$ cat config.mk
export PLATFORM = sky130hd
export DESIGN_NAME = sram_access_seq
export DESIGN_NICKNAME = d
export VERILOG_FILES = /design/src/rtl/sas_pkg.sv /design/src/rtl/sas_tmo_ctr.sv /design/src/rtl/sas_cmd_reg.sv /design/src/rtl/sas_fsm.sv /design/src/rtl/sram_access_seq.sv
export SDC_FILE = /design/constraint.sdc
export NUM_CORES = 1
export LEC_CHECK = 0
export BUFFER_PORTS_ARGS = -buffer_cell sky130_fd_sc_hd__buf_2
export CAP_MARGIN = 20
export CORE_MARGIN = 2
export CORE_UTILIZATION = 43
export DETAILED_ROUTE_END_ITERATION = 7
export PLACE_DENSITY = 0.8
export SYNTH_ARGS = -nofsm -noshare
export SYNTH_HDL_FRONTEND = slang
export SYNTH_HIERARCHICAL = 1
export SYNTH_SLANG_ARGS = --single-unit
$ cat constraint.sdc
create_clock -name clk -period 2.67 [get_ports clk]
set_input_delay 0.4005 -clock clk [delete_from_list [all_inputs] [get_ports clk]]
set_output_delay 0.4005 -clock clk [all_outputs]
set_load 0.01 [all_outputs]
$ cat src/rtl/sas_pkg.sv
package sas_pkg;
  typedef enum logic [2:0] {
    S_IDLE  = 3'd0,
    S_EQ    = 3'd1,
    S_WL    = 3'd2,
    S_SENSE = 3'd3,
    S_DONE  = 3'd4
  } sas_state_e;
endpackage

$ cat src/rtl/sas_tmo_ctr.sv
module sas_tmo_ctr #(
  parameter int TMO_W = 8
) (
  input  logic             clk,
  input  logic             rst_n,
  input  logic             run,
  input  logic             adv,
  input  logic [TMO_W-1:0] limit,
  output logic             hit
);
  localparam int CW = TMO_W + 1;

  logic [TMO_W-1:0] cnt_q;
  logic [TMO_W-1:0] cnt_d;
  logic [CW-1:0]    elapsed;

  // cycles spent in this wait stage including the current one
  assign elapsed = {1'b0, cnt_q} + CW'(1);
  assign hit     = run && (elapsed >= {1'b0, limit});

  always_comb begin
    if (run && !adv) cnt_d = cnt_q + TMO_W'(1);
    else             cnt_d = '0;
  end

  always_ff @(posedge clk or negedge rst_n) begin
    if (!rst_n) cnt_q <= '0;
    else        cnt_q <= cnt_d;
  end
endmodule

$ cat src/rtl/sas_cmd_reg.sv
module sas_cmd_reg #(
  parameter int ADDR_W = 10,
  parameter int DATA_W = 32
) (
  input  logic              clk,
  input  logic              rst_n,
  input  logic              load,
  input  logic              we_in,
  input  logic [ADDR_W-1:0] addr_in,
  input  logic [DATA_W-1:0] wdata_in,
  input  logic              cap,
  input  logic [DATA_W-1:0] rd_in,
  output logic              we_q,
  output logic [ADDR_W-1:0] addr_q,
  output logic [DATA_W-1:0] wdata_q,
  output logic [DATA_W-1:0] rdata_q
);
  always_ff @(posedge clk or negedge rst_n) begin
    if (!rst_n) begin
      we_q    <= 1'b0;
      addr_q  <= '0;
      wdata_q <= '0;
    end else if (load) begin
      we_q    <= we_in;
      addr_q  <= addr_in;
      wdata_q <= wdata_in;
    end
  end

  always_ff @(posedge clk or negedge rst_n) begin
    if (!rst_n)   rdata_q <= '0;
    else if (cap) rdata_q <= rd_in;
  end
endmodule

$ cat src/rtl/sas_fsm.sv
module sas_fsm
  import sas_pkg::*;
(
  input  logic       clk,
  input  logic       rst_n,
  input  logic       ce,
  input  logic       cmd_we,
  input  logic       wr_trip,
  input  logic       rd_zero,
  input  logic       grd_done,
  input  logic       tmo_hit,
  output sas_state_e state,
  output logic       accept,
  output logic       cap,
  output logic       adv,
  output logic       run,
  output logic       last_tmo,
  output logic       tmo_err
);
  sas_state_e nxt;
  logic       fire;

  always_comb begin
    nxt    = state;
    accept = 1'b0;
    cap    = 1'b0;
    fire   = 1'b0;
    unique case (state)
      S_IDLE: if (ce) begin
        accept = 1'b1;
        nxt    = S_EQ;
      end
      S_EQ: nxt = S_WL;
      S_WL: begin
        if (cmd_we ? wr_trip : rd_zero) nxt = cmd_we ? S_DONE : S_SENSE;
        else if (tmo_hit) begin
          fire = 1'b1;
          nxt  = S_DONE;
        end
      end
      S_SENSE: begin
        if (grd_done) begin
          cap = 1'b1;
          nxt = S_DONE;
        end else if (tmo_hit) begin
          fire = 1'b1;
          nxt  = S_DONE;
        end
      end
      S_DONE: nxt = S_IDLE;
      default: nxt = S_IDLE;
    endcase
  end

  assign adv = (nxt != state);
  assign run = (state == S_WL) || (state == S_SENSE);

  always_ff @(posedge clk or negedge rst_n) begin
    if (!rst_n) begin
      state    <= S_IDLE;
      tmo_err  <= 1'b0;
      last_tmo <= 1'b0;
    end else begin
      state <= nxt;
      if (fire) tmo_err <= 1'b1;
      if (run && adv) last_tmo <= fire;
    end
  end
endmodule

$ cat src/rtl/sram_access_seq.sv
module sram_access_seq
  import sas_pkg::*;
#(
  parameter int ADDR_W = 10,
  parameter int DATA_W = 32,
  parameter int TMO_W  = 8
) (
  input  logic              clk,
  input  logic              rst_n,
  input  logic              ce,
  input  logic              we,
  input  logic [ADDR_W-1:0] addr,
  input  logic [DATA_W-1:0] wdata,
  input  logic [TMO_W-1:0]  tmo_limit,
  input  logic              wr_trip,
  input  logic              rd_zero,
  input  logic              grd_done,
  input  logic [DATA_W-1:0] grd_data,
  output logic [ADDR_W-1:0] arr_addr,
  output logic [DATA_W-1:0] arr_wdata,
  output logic              row_dec_en,
  output logic              col_dec_en,
  output logic              eq_en,
  output logic              wdata_drv_en,
  output logic              wwl_en,
  output logic              rwl_en,
  output logic              rrep_pre_en,
  output logic              lsa_en,
  output logic [DATA_W-1:0] rdata,
  output logic              rdata_vld,
  output logic              acc_done,
  output logic              busy,
  output logic              tmo_err
);
  logic [1:0] rst_pipe;
  logic       rst_sn;

  // asynchronous assert, synchronous release
  always_ff @(posedge clk or negedge rst_n) begin
    if (!rst_n) rst_pipe <= 2'b00;
    else        rst_pipe <= {rst_pipe[0], 1'b1};
  end
  assign rst_sn = rst_pipe[1];

  sas_state_e st;
  logic accept, cap, adv, run, last_tmo, tmo_hit, cmd_we;

  sas_fsm u_fsm (
    .clk(clk), .rst_n(rst_sn), .ce(ce), .cmd_we(cmd_we),
    .wr_trip(wr_trip), .rd_zero(rd_zero), .grd_done(grd_done),
    .tmo_hit(tmo_hit), .state(st), .accept(accept), .cap(cap),
    .adv(adv), .run(run), .last_tmo(last_tmo), .tmo_err(tmo_err)
  );

  sas_tmo_ctr #(.TMO_W(TMO_W)) u_tmo (
    .clk(clk), .rst_n(rst_sn), .run(run), .adv(adv),
    .limit(tmo_limit), .hit(tmo_hit)
  );

  sas_cmd_reg #(.ADDR_W(ADDR_W), .DATA_W(DATA_W)) u_cmd (
    .clk(clk), .rst_n(rst_sn), .load(accept), .we_in(we),
    .addr_in(addr), .wdata_in(wdata), .cap(cap), .rd_in(grd_data),
    .we_q(cmd_we), .addr_q(arr_addr), .wdata_q(arr_wdata), .rdata_q(rdata)
  );

  logic in_eq, in_wl, in_sense, in_done;
  assign in_eq    = (st == S_EQ);
  assign in_wl    = (st == S_WL);
  assign in_sense = (st == S_SENSE);
  assign in_done  = (st == S_DONE);

  assign row_dec_en   = in_eq || in_wl || in_sense;
  assign col_dec_en   = in_eq || in_wl || in_sense;
  assign eq_en        = in_eq && cmd_we;
  assign rrep_pre_en  = in_eq && !cmd_we;
  assign wdata_drv_en = cmd_we && (in_eq || in_wl);
  assign wwl_en       = cmd_we && in_wl;
  assign rwl_en       = !cmd_we && (in_wl || in_sense);
  assign lsa_en       = !cmd_we && in_wl;
  assign acc_done     = in_done;
  assign busy         = (st != S_IDLE);
  assign rdata_vld    = in_done && !cmd_we && !last_tmo;
endmodule

==> flow_metrics.env <==
export IMPL_p_per_area_nw_per_um2=1123
export IMPL_ctsRootBufferMaster="clkbuf_8"
export IMPL_r2r_start="u_tmo/cnt_q[0]"
export IMPL_critPathCaptureType="register"
export IMPL_ios=175
export IMPL_rsz0062_at_grt="true"
export IMPL_grt_util_all_layers=0.1626
export IMPL_die_area_um2=10450
export IMPL_ys_warn_count=6
export IMPL_min_path_type="input port to register"
export IMPL_post_route_min_period_ns=2.643
export IMPL_fmax_mhz=378.3
export IMPL_antenna_found_initial=0
export IMPL_place_gp_congestion=0.7437
export IMPL_dieWidth_um=102.2
export IMPL_ys_ff_latch=90
export IMPL_nets=574
export IMPL_status="completed"
export IMPL_synthTopCellsByArea="dfrtp_1 (54%), mux2_4 (25%), ha_1 (2.7%)"
export IMPL_skew_ns=0.01073
export IMPL_synth_fa_ha_area_frac=0.02715
export IMPL_synth_top_family_by_area="multiplexers"
export IMPL_layout_commonest_cell="buf_2"
export IMPL_cts_buffer_depth=2
export IMPL_slew_headroom=0.5036
export IMPL_port_buffers=174
export IMPL_yosys_area_top_type_share=0.5430
export IMPL_synth_area_leader_cell="dfrtp_1"
export IMPL_die_y_um=102.2
export IMPL_hold_path_depth=2
export IMPL_instances_no_fill=609
export IMPL_synth_seq_area_share=0.5430
export IMPL_synth_cells=276
export IMPL_power_mw=6.244
export IMPL_clk_latency_ns=0.35
export IMPL_netlist_area_um2=4148
export IMPL_required_ns=2.94
export IMPL_start_kind="register"
export IMPL_placed_cells=583
export IMPL_cts_sinks=90
export IMPL_dr_total_vias=2861
export IMPL_num_antenna_cells=0
export IMPL_maxCapViolCount=0
export IMPL_grt_start_max_net_pins=46
export IMPL_wl_per_cell_um=14.51
export IMPL_num_rows=35
export IMPL_final_area_um2=5559
export IMPL_min_to="u_cmd/rdata_q[4]"
export IMPL_dp_slack_ns=-0.2599
export IMPL_grt_ovfl_total=0
export IMPL_syn_nets=374
export IMPL_finalWirelength_um=8835
export IMPL_cts_tree="done"
export IMPL_drtPass1Iterations=5
export IMPL_area_growth_pct=34.03
export IMPL_grt_pass1_vias=2846
export IMPL_cts_max_level=3
export IMPL_grt_pass1_wl_um=13220
export IMPL_syn_avg_cell_area_um2=15.03
export IMPL_drtAntennaViolNets=0
export IMPL_synth_cell_types=35
export IMPL_ff2ff_path_depth=14
export IMPL_viasPerCell=4.698
export IMPL_synth_compound_area_frac=0.03167
export IMPL_cts_clk_slew_worst_paths_ns=0.09
export IMPL_ir_drop_v=0.0004307
export IMPL_crit_type="register to register"
export IMPL_p_leak_nw=2.869
export IMPL_slew_violations=0
export IMPL_cts_buffers=9
export IMPL_tns_ns=0
export IMPL_r2r_setup_slack_ns=0.03
export IMPL_route_detailed_drc=0
export IMPL_fin_hold_ws_ns=0.2790
export IMPL_min_from="grd_data[4]"
export IMPL_dpl_cell_area_um2=5192
export IMPL_synth_xor_area_frac=0.01267
export IMPL_place_hpwl_um=6497
export IMPL_hold_viol_final=0
export IMPL_yosys_area_share_simple=0.06606
export IMPL_setup_slack_ns=0.02677
export IMPL_tightest_slew_ns=0.7426
export IMPL_muxShareOfSynthArea=0.2694
export IMPL_post_route_period_util=0.9900
export IMPL_crit_arrival_ns=2.91
export IMPL_critPathMaxFanout=8
export IMPL_layout_common_cells="buf_2 (174), dfrtp_1 (89), mux2_4 (70), buf_4 (22), inv_1 (13)"
export IMPL_reg2reg_to="u_tmo/cnt_q[2]"
export IMPL_setup_violations=0
export IMPL_postLayoutCoreUtil=0.5988
export IMPL_start_util=0.4468
export IMPL_core_area_um2=9284
export IMPL_layout_drive_gt1_share=0.6604
export IMPL_first_iter_violations=78
worst max-delay path, stage by stage, from the launching register on:
cell and delay, ns:
dfrtp_1 0.39, ha_2 0.22, nand3_2 0.08, nor2_2 0.12
xor2_1 0.19, ha_1 0.28, a21oi_2 0.17, o21ai_2 0.07
a21oi_2 0.14, o21ai_2 0.11, nor2_2 0.13, a21boi_4 0.07
a211o_1 0.29, nand2b_4 0.19, nor2b_1 0.13
sequential cells by signal, indices dropped and copies added, names as in the netlist:
signal and cells:
u_fsm/tmo_err 1, u_cmd/rdata_q 32, u_tmo/cnt_q 8, u_cmd/we_q 1
u_fsm/state 3, u_cmd/wdata_q 32, u_cmd/addr_q 10, rst_pipe 2
u_fsm/last_tmo 1
routing by layer:
layer	GRT usage	vias up	share of wire
li1	-	1342	-
met1	0.2103	1385	0.43
met2	0.2697	122	0.48
met3	0.03352	12	0.067
met4	0.06359	0	0.016
met5	0	-	0
cell families after synthesis:
| kind of cell | after synthesis |
|---|---|
| flip-flops | 90 |
| multiplexers | 76 |
| AND/OR/NAND/NOR | 49 |
| buffers and inverters | 24 |
| AO/OA/AOI/OAI | 21 |
| adder cells (fa/ha/maj) | 9 |
| XOR/XNOR | 6 |
| other | 1 |
synth_stat cells (all sizes together):
master,instances
nand2,10
nor2b,8
buf,11
or3,2
nor3,5
o21bai,1
conb,1
o21ai,6
nor2,11
or3b,1
nand3,3
o22ai,1
inv,13
a21oi,9
nor4b,1
dfrtp,90
mux2,75
xnor2,4
nand2b,4
nor3b,3
ha,9
a211oi,1
and3,1
xor2,2
a211o,1
mux2i,1
a21boi,2
how the worst max path moves through the flow:
stage | startpoint | slack, ns | end
6_report | u_tmo/cnt_q[0] | 0.03 | u_tmo/cnt_q[2]
5_1_grt | u_tmo/cnt_q[0] | -0.16 | u_tmo/cnt_q[2]
4_1_cts | u_tmo/cnt_q[0] | 0.007 | u_tmo/cnt_q[7]
3_3_place_gp | u_tmo/cnt_q[0] | -0.10 | u_tmo/cnt_q[2]
3_5_place_dp | u_tmo/cnt_q[0] | -0.26 | u_tmo/cnt_q[5]
2_1_floorplan | u_tmo/cnt_q[0] | 0.04 | u_tmo/cnt_q[2]
report_power, final:
group / internal (mW) / switching, mW
Clock: 0.458 / 0.459
Sequential: 1.98 / 0.413
Combinational: 1.70 / 1.23
Total: 4.14 / 2.10
area by class of cell:
cell class                      instances  area [um2]
Clock inverter                          5       62.56
Clock buffer                           10       137.6
Inverter                               13       48.80
Sequential cell                        90        2256
Multi-Input combinational cell        162        1787
Fill cell                             760        3725
Tap cell                              129       161.4
Timing Repair Buffer                  200        1106
timing repair:
| item | 4_1_cts | 5_1_grt |
|---|---|---|
| setup endpoints to repair | 8 | 11 |
| endpoints found under the hold margin | 2 | 0 |
| hold buffers | 1 | 0 |
| pin swaps | 7 | 14 |
| setup buffers | 8 | 3 |
| gates resized for setup | 7 | 15 |
Note: power is estimated with default switching activity, not from simulation.
